===== src/rtl/lsu_pkg.sv =====
package lsu_pkg;
  localparam logic [3:0] OP_AND  = 4'd0;
  localparam logic [3:0] OP_OR   = 4'd1;
  localparam logic [3:0] OP_XOR  = 4'd2;
  localparam logic [3:0] OP_NOT  = 4'd3;
  localparam logic [3:0] OP_TEST = 4'd4;
  localparam logic [3:0] OP_SHL  = 4'd5;
  localparam logic [3:0] OP_SHR  = 4'd6;
  localparam logic [3:0] OP_SAR  = 4'd7;
  localparam logic [3:0] OP_ROL  = 4'd8;
  localparam logic [3:0] OP_ROR  = 4'd9;
  localparam logic [3:0] OP_RCL  = 4'd10;
  localparam logic [3:0] OP_RCR  = 4'd11;

  localparam int FLAG_W = 5;
  localparam int CF_B = 0;
  localparam int PF_B = 1;
  localparam int ZF_B = 2;
  localparam int SF_B = 3;
  localparam int OF_B = 4;

  typedef struct packed {
    logic load;
    logic step;
    logic finish;
  } lsu_strobe_t;

  function automatic logic isShiftOp(input logic [3:0] o);
    return (o >= OP_SHL) && (o <= OP_RCR);
  endfunction
endpackage


===== src/rtl/lsu_ctrl.sv =====
module lsu_ctrl
  import lsu_pkg::*;
#(
  parameter int COUNT_W = 8
) (
  input  logic               clk,
  input  logic               rstN,
  input  logic               start,
  input  logic               opIsShift,
  input  logic               useCountReg,
  input  logic [COUNT_W-1:0] countReg,
  output lsu_strobe_t        strobe,
  output logic               busy
);
  typedef enum logic {S_IDLE, S_RUN} state_e;

  state_e             state;
  logic [COUNT_W-1:0] remain;
  logic [COUNT_W-1:0] effCount;

  assign effCount = useCountReg ? countReg : COUNT_W'(1);
  assign busy     = (state == S_RUN);

  always_comb begin
    strobe = '0;
    if (state == S_IDLE) begin
      strobe.load = start;
    end else if (remain != '0) begin
      strobe.step = 1'b1;
    end else begin
      strobe.finish = 1'b1;
    end
  end

  always_ff @(posedge clk or negedge rstN) begin
    if (!rstN) begin
      state  <= S_IDLE;
      remain <= '0;
    end else if (state == S_IDLE) begin
      if (start) begin
        state  <= S_RUN;
        remain <= opIsShift ? effCount : '0;
      end
    end else if (remain != '0) begin
      remain <= remain - COUNT_W'(1);
    end else begin
      state <= S_IDLE;
    end
  end

  p_count_down_r7: assert property (@(posedge clk) disable iff (!rstN)
    (state == S_RUN && remain != '0) |=> (remain == $past(remain) - COUNT_W'(1)));

  p_start_ignored_r11: assert property (@(posedge clk) disable iff (!rstN)
    (state == S_RUN && remain != '0) |=> (state == S_RUN));
endmodule


===== src/rtl/lsu_datapath.sv =====
module lsu_datapath
  import lsu_pkg::*;
#(
  parameter int DATA_W  = 16,
  parameter int COUNT_W = 8
) (
  input  logic               clk,
  input  logic               rstN,
  input  lsu_strobe_t        strobe,
  input  logic [3:0]         op,
  input  logic               wideMode,
  input  logic               useCountReg,
  input  logic [COUNT_W-1:0] countReg,
  input  logic [DATA_W-1:0]  dst,
  input  logic [DATA_W-1:0]  src,
  input  logic [FLAG_W-1:0]  flagsIn,
  output logic               done,
  output logic               writeEn,
  output logic [DATA_W-1:0]  result,
  output logic [FLAG_W-1:0]  flagsOut
);
  localparam int HALF_W = DATA_W / 2;
  localparam logic [DATA_W-1:0] FULL_MASK = '1;
  localparam logic [DATA_W-1:0] HALF_MASK = {{HALF_W{1'b0}}, {HALF_W{1'b1}}};
  localparam logic [DATA_W-1:0] TOP_WIDE  = DATA_W'(1) << (DATA_W - 1);
  localparam logic [DATA_W-1:0] TOP_HALF  = DATA_W'(1) << (HALF_W - 1);

  logic [DATA_W-1:0] accR, srcR;
  logic [3:0]        opR;
  logic              wideR, cfR, msb0R, oneR, zeroR;
  logic [FLAG_W-1:0] flagsR;

  logic [DATA_W-1:0] maskIn, mask, hiBit;
  logic              accTop;
  logic [DATA_W-1:0] shl1, shr1, nextAcc;
  logic              nextCf;

  assign maskIn = wideMode ? FULL_MASK : HALF_MASK;
  assign mask   = wideR ? FULL_MASK : HALF_MASK;
  assign hiBit  = wideR ? TOP_WIDE : TOP_HALF;
  assign accTop = |(accR & hiBit);
  assign shl1   = (accR << 1) & mask;
  assign shr1   = accR >> 1;

  // one bit position per step
  always_comb begin
    nextAcc = accR;
    nextCf  = cfR;
    case (opR)
      OP_SHL: begin nextAcc = shl1;                          nextCf = accTop;  end
      OP_SHR: begin nextAcc = shr1;                          nextCf = accR[0]; end
      OP_SAR: begin nextAcc = shr1 | (accTop ? hiBit : '0);  nextCf = accR[0]; end
      OP_ROL: begin nextAcc = shl1 | DATA_W'(accTop);        nextCf = accTop;  end
      OP_ROR: begin nextAcc = shr1 | (accR[0] ? hiBit : '0); nextCf = accR[0]; end
      OP_RCL: begin nextAcc = shl1 | DATA_W'(cfR);           nextCf = accTop;  end
      OP_RCR: begin nextAcc = shr1 | (cfR ? hiBit : '0);     nextCf = accR[0]; end
      default: ;
    endcase
  end

  logic              isLogic;
  logic [DATA_W-1:0] logicVal, finRes;
  logic              finWe, resTop;
  logic [FLAG_W-1:0] finFlags;

  always_comb begin
    isLogic = (opR == OP_AND) || (opR == OP_OR) || (opR == OP_XOR) || (opR == OP_TEST);
    case (opR)
      OP_AND, OP_TEST: logicVal = accR & srcR;
      OP_OR:           logicVal = accR | srcR;
      OP_XOR:          logicVal = accR ^ srcR;
      OP_NOT:          logicVal = ~accR & mask;
      default:         logicVal = accR;
    endcase
    finRes   = accR;
    finWe    = 1'b0;
    finFlags = flagsR;
    if (isLogic || opR == OP_NOT) begin
      finRes = logicVal;
      finWe  = (opR != OP_TEST);
    end else if (isShiftOp(opR) && !zeroR) begin
      finWe  = 1'b1;
    end
    resTop = |(finRes & hiBit);
    if (isLogic) begin
      finFlags[CF_B] = 1'b0;
      finFlags[OF_B] = 1'b0;
    end else if (isShiftOp(opR) && !zeroR) begin
      finFlags[CF_B] = cfR;
      if (oneR) finFlags[OF_B] = resTop ^ msb0R;
    end
    if (isLogic || ((opR >= OP_SHL) && (opR <= OP_SAR) && !zeroR)) begin
      finFlags[ZF_B] = (finRes == '0);
      finFlags[SF_B] = resTop;
      finFlags[PF_B] = ~^finRes[HALF_W-1:0];
    end
  end

  always_ff @(posedge clk or negedge rstN) begin
    if (!rstN) begin
      accR     <= '0;
      srcR     <= '0;
      opR      <= '0;
      wideR    <= 1'b0;
      cfR      <= 1'b0;
      msb0R    <= 1'b0;
      oneR     <= 1'b0;
      zeroR    <= 1'b0;
      flagsR   <= '0;
      done     <= 1'b0;
      writeEn  <= 1'b0;
      result   <= '0;
      flagsOut <= '0;
    end else begin
      done    <= strobe.finish;
      writeEn <= strobe.finish && finWe;
      if (strobe.load) begin
        accR   <= dst & maskIn;
        srcR   <= src & maskIn;
        opR    <= op;
        wideR  <= wideMode;
        cfR    <= flagsIn[CF_B];
        msb0R  <= wideMode ? dst[DATA_W-1] : dst[HALF_W-1];
        flagsR <= flagsIn;
        oneR   <= !useCountReg || (countReg == COUNT_W'(1));
        zeroR  <= useCountReg && (countReg == '0);
      end
      if (strobe.step) begin
        accR <= nextAcc;
        cfR  <= nextCf;
      end
      if (strobe.finish) begin
        result   <= finRes;
        flagsOut <= finFlags;
      end
    end
  end

  p_done_pulse_r11: assert property (@(posedge clk) disable iff (!rstN)
    done |=> !done);

  p_test_no_write_r2: assert property (@(posedge clk) disable iff (!rstN)
    (done && opR == OP_TEST) |-> !writeEn);

  p_not_keeps_flags_r3: assert property (@(posedge clk) disable iff (!rstN)
    (done && opR == OP_NOT) |-> (flagsOut == flagsR));

  p_logic_clears_r1: assert property (@(posedge clk) disable iff (!rstN)
    (done && (opR == OP_AND || opR == OP_OR || opR == OP_XOR)) |->
      (!flagsOut[CF_B] && !flagsOut[OF_B] && writeEn));

  p_byte_upper_r10: assert property (@(posedge clk) disable iff (!rstN)
    (done && !wideR) |-> (result[DATA_W-1:HALF_W] == '0));

  p_zero_count_r8: assert property (@(posedge clk) disable iff (!rstN)
    (done && zeroR && isShiftOp(opR)) |-> (!writeEn && flagsOut == flagsR));

  p_reserved_r12: assert property (@(posedge clk) disable iff (!rstN)
    (done && opR > OP_RCR) |-> (!writeEn && flagsOut == flagsR));
endmodule


===== src/rtl/logic_shift_unit.sv =====
module logic_shift_unit
  import lsu_pkg::*;
#(
  parameter int DATA_W  = 16,
  parameter int COUNT_W = 8
) (
  input  logic               clk,
  input  logic               rstN,
  input  logic               start,
  input  logic [3:0]         op,
  input  logic               wideMode,
  input  logic               useCountReg,
  input  logic [COUNT_W-1:0] countReg,
  input  logic [DATA_W-1:0]  dst,
  input  logic [DATA_W-1:0]  src,
  input  logic [FLAG_W-1:0]  flagsIn,
  output logic               busy,
  output logic               done,
  output logic               writeEn,
  output logic [DATA_W-1:0]  result,
  output logic [FLAG_W-1:0]  flagsOut
);
  lsu_strobe_t strobe;
  logic        opIsShift;

  assign opIsShift = isShiftOp(op);

  lsu_ctrl #(.COUNT_W(COUNT_W)) uCtrl (
    .clk         (clk),
    .rstN        (rstN),
    .start       (start),
    .opIsShift   (opIsShift),
    .useCountReg (useCountReg),
    .countReg    (countReg),
    .strobe      (strobe),
    .busy        (busy)
  );

  lsu_datapath #(.DATA_W(DATA_W), .COUNT_W(COUNT_W)) uPath (
    .clk         (clk),
    .rstN        (rstN),
    .strobe      (strobe),
    .op          (op),
    .wideMode    (wideMode),
    .useCountReg (useCountReg),
    .countReg    (countReg),
    .dst         (dst),
    .src         (src),
    .flagsIn     (flagsIn),
    .done        (done),
    .writeEn     (writeEn),
    .result      (result),
    .flagsOut    (flagsOut)
  );

  p_done_not_busy_r11: assert property (@(posedge clk) disable iff (!rstN)
    done |-> !busy);
endmodule


===== config.mk =====
export PLATFORM = sky130hd
export DESIGN_NAME = logic_shift_unit
export DESIGN_NICKNAME = d
export VERILOG_FILES = /design/src/rtl/lsu_pkg.sv /design/src/rtl/lsu_ctrl.sv /design/src/rtl/lsu_datapath.sv /design/src/rtl/logic_shift_unit.sv
export SDC_FILE = /design/constraint.sdc
export NUM_CORES = 1
export LEC_CHECK = 0
export BUFFER_PORTS_ARGS = -buffer_cell sky130_fd_sc_hd__buf_2
export CAP_MARGIN = 10
export CORE_MARGIN = 4
export CORE_UTILIZATION = 27
export CTS_CLUSTER_SIZE = 12
export DETAILED_ROUTE_END_ITERATION = 16
export PLACE_DENSITY_LB_ADDON = 0.12
export SYNTH_ARGS = -nofsm -noshare
export SYNTH_HDL_FRONTEND = slang
export SYNTH_SLANG_ARGS = --single-unit

===== constraint.sdc =====
create_clock -name clk -period 4.8 [get_ports clk]
set_input_delay 0.96 -clock clk [delete_from_list [all_inputs] [get_ports clk]]
set_output_delay 0.96 -clock clk [all_outputs]
set_load 0.05 [all_outputs]

==> results.json <==
{
  "status": "completed",
  "cts_tree": "built",
  "synth_fp_nets": 704,
  "post_cts_resized": 0,
  "drt_iter0_drc": 321,
  "endpoint_kind": "flop",
  "cts_max_path_buffers": 2,
  "cts_setup_buffers": 0,
  "drv_slew": 0,
  "power.internal_mw": 2.23,
  "synth_flop_cell": "dfrtp_1",
  "yosysSeqAreaShare_pct": 38.2,
  "cpPeakStageDelay_ps": 840,
  "wl_per_cell_um": 17.6,
  "yosysTopAreaCell": "dfrtp_1",
  "viasPerCell": 5.07,
  "crit_path_frequent_cell": "xnor2_1",
  "n_antenna_cell": 0,
  "worst_slew_pin_slew_ps": 1130,
  "fmax_ghz": 0.318,
  "die_area_mm2": 0.0212,
  "setup_viol": 0,
  "hold_viol_final": 0,
  "cp_data_required_time_ps": 5060,
  "yosys.cell_count.top_type": "nand2_1",
  "io_buffer_count": 77,
  "finalInstanceArea_mm2": 0.00590,
  "critPathKind": "reg -> reg",
  "antenna_left": 0,
  "drt-pass1-iter-count": 4,
  "pwr-share-seq_pct": 31.0,
  "cts_max_level": 3,
  "ios": 78,
  "p_sw_mw": 2.26,
  "cp-start-kind": "flop",
  "synth-seq-cells": 78,
  "numCtsBuffers": 9,
  "clk_latency_ps": 350,
  "vias": 4570,
  "power.leakage_nw": 2.66,
  "fin_crit_ps": 3140,
  "switching_share_pct": 50.4,
  "max-slew-margin-rel_pct": 24.0,
  "synth_edf_count": 0,
  "cts_hold_buffers": 0,
  "start_util_pct": 27.4,
  "nets": 755,
  "grt_usage_pct": 15.4,
  "netlist-cell-type-count": 62,
  "cts.sinks": 78,
  "worst_hold_path_type": "reg -> reg",
  "final_util_pct": 31.6,
  "multi_input_area_mm2": 0.00279,
  "rsz0062_at_grt": "no",
  "grt_pass1_vias": 4676,
  "path_buf_inv": 1,
  "design.core.area_mm2": 0.0186,
  "drive_gt1_share_pct": 17.4,
  "wl_mm": 15.9,
  "cp.arrival_ps": 3400,
  "async_flop_share_pct": 100,
  "hold_ws_ps": 470,
  "grt_max_degree": 79,
  "postPlaceCellArea_mm2": 0.00562,
  "maxCapViolCount": 0,
  "cp_slowest_cell": "dfrtp_1",
  "die_w_um": 146,
  "synth_area_mm2": 0.00511,
  "pwr_density_cell_mw_per_mm2": 761,
  "finalCritPeriodShare_pct": 65.4,
  "path_cells": "buf_4 > nor2b_1 > a22oi_1 > nor2_1 > a21oi_1 > a2bb2oi_1 > ha_1 > xnor2_1 > xnor2_1 > mux2i_1 > o21ai_1",
  "die-height_um": 146,
  "p_comb_share_pct": 54.6,
  "instances_no_fill": 902,
  "seqCellArea_mm2": 0.00195,
  "grt_overflow": 0,
  "yosys_warnings": 0,
  "clock_power_share_pct": 14.4,
  "syn2layout_area_growth_pct": 15.5,
  "crit_family": "flip-flops",
  "grt_first_pass_wirelength_mm": 26.4,
  "cts-root-buf": "clkbuf_16",
  "synth.top_cell.area_share_pct": 38.2,
  "ys_top_cells_by_area": "dfrtp_1 (38%), ha_1 (9.1%), nand2_1 (7.3%)",
  "antenna_found_initial": 0,
  "dp_hpwl_mm": 11.8,
  "cp_max_fo": 28,
  "clkTransAtPathRegs_ps": 60,
  "rows": 50,
  "ir_drop_v": 0.000215,
  "ys_top_cells_by_count": "nand2_1 (100), dfrtp_1 (78), o21ai_0 (66)",
  "avgSynthCellArea_um2": 8.33,
  "skew_ps": 11.1,
  "globalplace.congestion": 0.808,
  "synthCells": 613,
  "tns_ps": 0,
  "route.detailed.drc": 0,
  "fill_cells": 2031,
  "dp_cells": 887
}
-- layout make-up --
class / count / area share (%)
timing repair buffer: 79 / 6.83
inverter: 48 / 3.06
sequential: 78 / 33.1
clock inverter: 4 / 0.382
clock buffer: 11 / 4.29
multi-input combinational: 448 / 47.4
tap: 234 / 4.96
-- registers in the layout (all words and copies together), names as in the netlist --
signal          count
uPath.wideR         1
uPath.flagsOut      5
uPath.result       16
uPath.msb0R         1
uPath.srcR         16
uCtrl.remain        8
uPath.done          1
uPath.writeEn       1
uPath.accR         16
uPath.flagsR        5
uPath.zeroR         1
uPath.opR           4
uPath.oneR          1
uCtrl.busy          1
uPath.cfR           1
-- per-stage QoR --
stage / power, mW / setup WS, ps
after detailed placement: 3.87 / 1680
after global placement: 3.83 / 1800
after floorplan: 3.21 / 2540
final: 4.49 / 1660
after global routing: 4.94 / 1360
after CTS: 4.54 / 1660
-- worst paths after layout --
check / start / end / slack, ps / depth (start not counted)
min: uPath.result[9] / uPath.result[9] / 470 / 2
min in group asynchronous: rstN / uPath.done / 810 / 1
max reg2reg: uPath.opR[1] / uPath.flagsOut[1] / 1660 / 11
min reg2reg: uPath.result[9] / uPath.result[9] / 470 / 2
max in group asynchronous: rstN / uPath.srcR[4] / 3320 / 1
max: uPath.opR[1] / uPath.flagsOut[1] / 1660 / 11
-- placed cells by master, fill, tap and decap left out, drive strengths merged, types with 3 or more instances in the layout --
| master | netlist | layout |
|---|---|---|
| o21ai | 71 | 71 |
| a22oi | 5 | 5 |
| nor3b | 5 | 5 |
| buf | 18 | 79 |
| ha | 37 | 37 |
| a32oi | 5 | 5 |
| a2bb2oi | 3 | 3 |
| a21oi | 57 | 57 |
| nand3 | 26 | 26 |
| o2bb2ai | 3 | 3 |
| o21a | 3 | 3 |
| a31oi | 6 | 6 |
| or2 | 3 | 3 |
| nand2b | 10 | 10 |
| o211ai | 3 | 3 |
| nor2 | 30 | 30 |
| a311oi | 11 | 11 |
| clkinv | 0 | 3 |
| xnor2 | 3 | 3 |
| nor4 | 6 | 6 |
| a221oi | 6 | 6 |
| nor3 | 4 | 4 |
| nor2b | 8 | 8 |
| inv | 48 | 48 |
| mux2i | 10 | 10 |
| dfrtp | 78 | 78 |
| clkbuf | 21 | 11 |
| nand2 | 101 | 101 |
-- layer usage --
metal,global-route usage (%),vias to the layer above,share of wire [%]
li1,-,2249,-
met1,22.3,2202,50
met2,23.4,109,45
met3,2.55,10,3.5
met4,4.94,0,0.97
met5,0,-,0
-- cell families after synthesis --
group                    Yosys count  synth area share (%)
buffers and inverters             87                  7.23
adder cells (fa/ha/maj)           37                  9.06
flip-flops                        78                  38.2
multiplexers                      10                  1.96
AND/OR/NAND/NOR                  207                  19.6
XOR/XNOR                           3                 0.515
AO/OA/AOI/OAI                    191                  23.4
-- power groups by stage --
stage	sequential [mW]	clock [mW]	combinational, mW
after detailed placement	1.40	0	2.47
after floorplan	1.43	0	1.78
final	1.39	0.647	2.45
after global placement	1.39	0	2.44
after global routing	1.45	0.701	2.79
after CTS	1.39	0.672	2.48
-- worst min-delay path, cell delays in order, from the launching register on --
cell and delay, ps:
dfrtp_1 330, nand2_1 40, o21ai_0 60
(Power assumes the default switching activity.)
